`config.mk`:
```
export PLATFORM = sky130hd
export DESIGN_NAME = jtag_alt_dr
export DESIGN_NICKNAME = d
export VERILOG_FILES = /design/src/rtl/dar_pkg.sv /design/src/rtl/dar_scan_chain.sv /design/src/rtl/dar_phase_ctrl.sv /design/src/rtl/dar_bus_master.sv /design/src/rtl/jtag_alt_dr.sv
export SDC_FILE = /design/constraint.sdc
export NUM_CORES = 1
export LEC_CHECK = 0
export BUFFER_PORTS_ARGS = -buffer_cell sky130_fd_sc_hd__buf_2
export CAP_MARGIN = 20
export CORE_UTILIZATION = 50
export DETAILED_ROUTE_END_ITERATION = 12
export PLACE_DENSITY = 0.75
export SYNTH_ARGS = -nofsm -noshare
export SYNTH_HDL_FRONTEND = slang
export SYNTH_SLANG_ARGS = --single-unit
```
`constraint.sdc`:
```
create_clock -name tck -period 1.6 [get_ports tck]
set_input_delay 0 -clock tck [delete_from_list [all_inputs] [get_ports tck]]
set_output_delay 0 -clock tck [all_outputs]
set_load 0.02 [all_outputs]
```
`src/rtl/dar_pkg.sv`:
```
package dar_pkg;

    localparam int DAR_IDX_W  = 7;
    localparam int DAR_DATA_W = 32;
    localparam int DAR_STAT_W = 2;

    typedef enum logic {
        PH_ADDR = 1'b0,
        PH_DATA = 1'b1
    } phase_e;

    typedef struct packed {
        logic err;
        logic busy;
    } stat_t;

    function automatic phase_e next_phase(input phase_e p);
        return (p == PH_ADDR) ? PH_DATA : PH_ADDR;
    endfunction

endpackage

```
`src/rtl/dar_scan_chain.sv`:
```
module dar_scan_chain #(
    parameter int CHAIN_W = dar_pkg::DAR_DATA_W + dar_pkg::DAR_STAT_W
) (
    input  logic               clk,
    input  logic               rst,
    input  logic               shift_en,
    input  logic               cap_en,
    input  logic [CHAIN_W-1:0] cap_val,
    input  logic               tdi,
    output logic [CHAIN_W-1:0] sr,
    output logic               tdo
);

    always_ff @(posedge clk) begin
        if (rst) begin
            sr <= '0;
        end else if (shift_en) begin
            sr <= {tdi, sr[CHAIN_W-1:1]};
        end else if (cap_en) begin
            sr <= cap_val;
        end
    end

    always_ff @(negedge clk) begin
        if (rst) begin
            tdo <= 1'b0;
        end else begin
            tdo <= sr[0];
        end
    end

endmodule

```
`src/rtl/dar_phase_ctrl.sv`:
```
module dar_phase_ctrl
    import dar_pkg::*;
#(
    parameter int IDX_W   = DAR_IDX_W,
    parameter int DATA_W  = DAR_DATA_W,
    parameter int CHAIN_W = DATA_W + DAR_STAT_W
) (
    input  logic               clk,
    input  logic               rst,
    input  logic               sel,
    input  logic               cap_en,
    input  logic               upd_en,
    input  logic               busy,
    input  logic [CHAIN_W-1:0] chain,
    output phase_e             phase,
    output logic               start_rd,
    output logic               start_wr,
    output logic               clr_err,
    output logic [IDX_W-1:0]   cmd_idx,
    output logic [DATA_W-1:0]  cmd_wdata
);

    localparam int DIR_BIT = CHAIN_W - 1;
    localparam int IDX_HI  = CHAIN_W - 2;
    localparam int IDX_LO  = CHAIN_W - 1 - IDX_W;

    logic             busy_snap;
    logic             dir_q;
    logic [IDX_W-1:0] idx_q;
    logic             accept;

    assign accept    = sel && upd_en && !busy_snap;
    assign start_rd  = accept && (phase == PH_ADDR) && chain[DIR_BIT];
    assign start_wr  = accept && (phase == PH_DATA) && !dir_q;
    assign clr_err   = accept && (phase == PH_ADDR);
    assign cmd_idx   = (phase == PH_ADDR) ? chain[IDX_HI:IDX_LO] : idx_q;
    assign cmd_wdata = chain[CHAIN_W-1:DAR_STAT_W];

    always_ff @(posedge clk) begin
        if (rst) begin
            phase     <= PH_ADDR;
            busy_snap <= 1'b0;
            dir_q     <= 1'b0;
            idx_q     <= '0;
        end else if (!sel) begin
            phase <= PH_ADDR;
        end else begin
            if (cap_en) begin
                busy_snap <= busy;
            end
            if (accept) begin
                phase <= next_phase(phase);
                if (phase == PH_ADDR) begin
                    dir_q <= chain[DIR_BIT];
                    idx_q <= chain[IDX_HI:IDX_LO];
                end
            end
        end
    end

    AST_BUSY_FREEZE: assert property (@(posedge clk) disable iff (rst)
        (sel && upd_en && busy_snap) |=> $stable(phase));
    AST_DESEL_ADDR: assert property (@(posedge clk) disable iff (rst)
        (!sel) |=> (phase == PH_ADDR));

endmodule

```
`src/rtl/dar_bus_master.sv`:
```
module dar_bus_master
    import dar_pkg::*;
#(
    parameter int IDX_W  = DAR_IDX_W,
    parameter int DATA_W = DAR_DATA_W
) (
    input  logic              clk,
    input  logic              rst,
    input  logic              start_rd,
    input  logic              start_wr,
    input  logic              clr_err,
    input  logic [IDX_W-1:0]  cmd_idx,
    input  logic [DATA_W-1:0] cmd_wdata,
    input  logic              ack,
    input  logic              ack_err,
    input  logic [DATA_W-1:0] rdata_in,
    output logic              req,
    output logic              rd,
    output logic [IDX_W-1:0]  idx,
    output logic [DATA_W-1:0] wdata,
    output stat_t             stat,
    output logic [DATA_W-1:0] rdata
);

    logic err_q;

    assign stat.busy = req;
    assign stat.err  = err_q;

    always_ff @(posedge clk) begin
        if (rst) begin
            req   <= 1'b0;
            rd    <= 1'b0;
            idx   <= '0;
            wdata <= '0;
            err_q <= 1'b0;
            rdata <= '0;
        end else begin
            if (req && ack) begin
                req <= 1'b0;
                if (rd) begin
                    rdata <= rdata_in;
                end
                if (ack_err) begin
                    err_q <= 1'b1;
                end
            end
            if (clr_err) begin
                err_q <= 1'b0;
            end
            if (start_rd) begin
                req <= 1'b1;
                rd  <= 1'b1;
                idx <= cmd_idx;
            end else if (start_wr) begin
                req   <= 1'b1;
                rd    <= 1'b0;
                idx   <= cmd_idx;
                wdata <= cmd_wdata;
            end
        end
    end

    AST_REQ_HOLD: assert property (@(posedge clk) disable iff (rst)
        (req && !ack) |=> (req && $stable(idx) && $stable(rd) && $stable(wdata)));
    AST_NO_START_BUSY: assert property (@(posedge clk) disable iff (rst)
        (start_rd || start_wr) |-> !req);
    AST_ERR_STICKY: assert property (@(posedge clk) disable iff (rst)
        (err_q && !clr_err) |=> err_q);

endmodule

```
`src/rtl/jtag_alt_dr.sv`:
```
module jtag_alt_dr
    import dar_pkg::*;
#(
    parameter int IDX_W  = DAR_IDX_W,
    parameter int DATA_W = DAR_DATA_W
) (
    input  logic              tck,
    input  logic              rst,
    input  logic              sel,
    input  logic              cap_dr,
    input  logic              shift_dr,
    input  logic              upd_dr,
    input  logic              tdi,
    output logic              tdo,
    output logic [IDX_W-1:0]  bus_idx,
    output logic              bus_rd,
    output logic [DATA_W-1:0] bus_wdata,
    output logic              bus_req,
    input  logic [DATA_W-1:0] bus_rdata,
    input  logic              bus_ack,
    input  logic              bus_err
);

    localparam int CHAIN_W = DATA_W + DAR_STAT_W;

    logic [CHAIN_W-1:0] chain_sr;
    logic [CHAIN_W-1:0] cap_val;
    logic [DATA_W-1:0]  rdata_hold;
    logic [IDX_W-1:0]   cmd_idx;
    logic [DATA_W-1:0]  cmd_wdata;
    logic               start_rd;
    logic               start_wr;
    logic               clr_err;
    stat_t              stat;
    phase_e             phase;

    assign cap_val = {rdata_hold, stat};

    dar_scan_chain #(.CHAIN_W(CHAIN_W)) i_chain (
        .clk      (tck),
        .rst      (rst),
        .shift_en (sel && shift_dr),
        .cap_en   (sel && cap_dr),
        .cap_val  (cap_val),
        .tdi      (tdi),
        .sr       (chain_sr),
        .tdo      (tdo)
    );

    dar_phase_ctrl #(.IDX_W(IDX_W), .DATA_W(DATA_W), .CHAIN_W(CHAIN_W)) i_phase (
        .clk       (tck),
        .rst       (rst),
        .sel       (sel),
        .cap_en    (cap_dr),
        .upd_en    (upd_dr),
        .busy      (stat.busy),
        .chain     (chain_sr),
        .phase     (phase),
        .start_rd  (start_rd),
        .start_wr  (start_wr),
        .clr_err   (clr_err),
        .cmd_idx   (cmd_idx),
        .cmd_wdata (cmd_wdata)
    );

    dar_bus_master #(.IDX_W(IDX_W), .DATA_W(DATA_W)) i_bus (
        .clk       (tck),
        .rst       (rst),
        .start_rd  (start_rd),
        .start_wr  (start_wr),
        .clr_err   (clr_err),
        .cmd_idx   (cmd_idx),
        .cmd_wdata (cmd_wdata),
        .ack       (bus_ack),
        .ack_err   (bus_err),
        .rdata_in  (bus_rdata),
        .req       (bus_req),
        .rd        (bus_rd),
        .idx       (bus_idx),
        .wdata     (bus_wdata),
        .stat      (stat),
        .rdata     (rdata_hold)
    );

    AST_TDO_LSB: assert property (@(posedge tck) disable iff (rst)
        tdo == chain_sr[0]);
    AST_CAP_STATUS: assert property (@(posedge tck) disable iff (rst)
        (sel && cap_dr && !shift_dr) |=> (chain_sr[1:0] == {$past(stat.err), $past(stat.busy)}));

endmodule

```
==> results.toml <==
[run_status]
status = "finished with violations"
violations = "negative setup slack"

[final_layout]
final_cell_mix = "dfxtp_1 (118), a21oi_1 (108), buf_2 (81)"
drive_above_1_share_pct = 24.7
area_delta_synth_final_pct = 32.7
final_common_cell = "dfxtp_1"
nets = 693
n_fill_cell = 698
design_area_um2 = 6420
num_antenna_cells = 0
final-seq-area_um2 = 2380
multi_input_area_um2 = 2200
fin_util_pct = 69.2

[global_route]
antenna_found_initial = 0
grt_usage_pct = 25.5
grt_pass1_vias = 4128
grt_max_degree = 67
grt_remaining_overflow = 0
grt_pass1_wl_mm = 20.2

[logic_synthesis]
ys_ff_latch = 119
syn_area_per_cell_um2 = 8.96
synth_nets = 581
syn-instance-count = 540
synth_area_um2 = 4840
yosys_warnings = 0
yosysUniqueCellTypes = 31
ys_seq_area_share_pct = 49.2

[critical_path]
critPathLaunchType = "flip-flop"
path_max_fanout = 1
critPathTopFamily = "flip-flops"
crit_arrival_ps = 1710
crit_required_ps = 1600
crit_buf_inv = 1
end_kind = "primary output"
crit_type = "reg -> out"
cp_slowest_cell = "dfxtp_2"
max_stage_delay_ps = 300
worstPathCellList = "buf_6"

[pwr]
p_sw_share_pct = 22.4
p_leak_nw = 2.70
clock_power_share_pct = 51.7
pwr-share-comb_pct = 7.2
p_switching_mw = 1.69
seqPwrFrac_pct = 41.1
power.density_nw_per_um2 = 1180
p_int_mw = 5.86
worst_ir_drop_vdd_uv = 619

[timing]
hold_violations = 0
setup_ws_ps = -109
setup_viol = 1
maxSlewViolCount = 0
whs_ps = 18.0
rsz0062_at_grt = "true"
slew_headroom_pct = 59.0
worst_pin_slew_ps = 615
fin_skew_ps = 13.8
finalSetupTns_ps = -109

[placement]
dpl_cell_area_um2 = 5370
dp_slack_ps = 101
globalplace.congestion = 0.794
io_buffers = 82
dp_hpwl_mm = 7.52

[detailed_routing]
drt-total-wl_mm = 12.7
dr.first_iter.drc_count = 251
ant_nets = 0
wire_per_inst_um = 15.9
drtPass1Iterations = 4
via_count = 4349
remaining_drc_errors = 0
route.detailed.vias_per_inst = 5.48

[floorplan]
core-area_um2 = 9280
ioPinCount = 83
initial_core_util_pct = 52.1
die_h_um = 100
die_x_um = 100
rows = 35
dieArea_um2 = 10100

[clocking]
numClockSinks = 119
tritoncts = "done"
worstSkewPairLatency_ps = 500
clk_pin_slew_worst_paths_ps = 60
clockBufferDepth = 2
cts_buffers = 17
htree_num_levels = 4
cts-root-buf = "clkbuf_8"

[job]
maxCapViolCount = 0

[hold_path]
hold_path_class = "in -> reg"
metal layers:
metal,track usage (%),wire length [um],share of wire (%),vias to the layer above
met1,31.7,5370,42,2037
met5,0,0,0,-
met4,11.0,314,2.5,0
met3,5.71,794,6.3,28
met2,42.6,6170,49,156
li1,-,-,-,2128
power by group through the flow:
stage               Combinational [mW]  Sequential [mW]  Clock, mW
finish                           0.541             3.10       3.91
global route                     0.585             3.11       4.09
CTS                              0.518             3.10       3.93
detailed placement               0.434             3.16    0.00782
global placement                 0.420             3.16    0.00782
floorplan                        0.276             3.15    0.00782
state kept, by name (all words and copies together) (netlist names), 7 cells and up:
register,count
i_bus.rdata,32
i_chain.sr,34
i_bus.wdata,32
i_phase.idx_q,7
i_bus.idx,7
stage by stage:
step	total power, mW	instances
2_1_floorplan	3.44	540
3_3_place_gp	3.59	721
3_5_place_dp	3.61	721
4_1_cts	7.55	793
5_1_grt	7.78	794
6_report	7.55	794
worst paths after layout:
| check | from | to | slack, ps | cells after the start |
|---|---|---|---|---|
| setup / recovery | i_chain.tdo | tdo | -110 | 1 |
| hold / removal | upd_dr | i_phase.phase | 20 | 4 |
| setup reg to reg | i_bus.req | i_chain.sr[0] | 60 | 5 |
| hold reg to reg | i_bus.rdata[21] | i_bus.rdata[21] | 450 | 2 |
layout make-up:
class	instances	area share, %
clock buffer	20	6.78
clock inverter	13	2.81
inverter	1	0.0974
multi-input combinational	366	34.3
sequential	119	37.1
tap	129	2.51
timing repair buffer	146	16.4
logic make-up after synthesis:
group / count (synthesis) / synth area share [%]
compound gates: 198 / 24.1
xor+xnor: 1 / 0.181
buf+inv: 55 / 5.46
flops: 119 / 49.2
mux: 42 / 8.69
simple gates: 125 / 12.4
what timing repair did:
action                                 in CTS  in global routing
gates resized for setup                     3                  3
hold buffers                               40                  0
buffers inserted                            0                  0
gates cloned                                0                  1
endpoints found under the hold margin      38                  0
setup endpoints to repair                   1                  4
Yosys cell counts (all sizes together):
master | n | share of area (%)
a21oi | 108 | 11
a31o | 32 | 5.8
a31oi | 1 | 0.13
and2 | 2 | 0.31
and3 | 2 | 0.26
and3b | 1 | 0.18
buf | 18 | 2.6
clkbuf | 35 | 2.7
dfxtp | 119 | 49
inv | 2 | 0.16
mux2i | 42 | 8.7
nand2 | 74 | 5.7
nand2b | 36 | 4.7
nand3 | 1 | 0.10
nand3b | 1 | 0.16
nor2 | 2 | 0.16
nor2b | 2 | 0.26
nor3 | 2 | 0.21
nor4bb | 1 | 0.21
o21a | 1 | 0.16
o21ai | 42 | 4.3
o311ai | 7 | 1.3
o31ai | 7 | 1.2
or3 | 1 | 0.13
xnor2 | 1 | 0.18
Note: power is estimated with default switching activity, not from simulation.
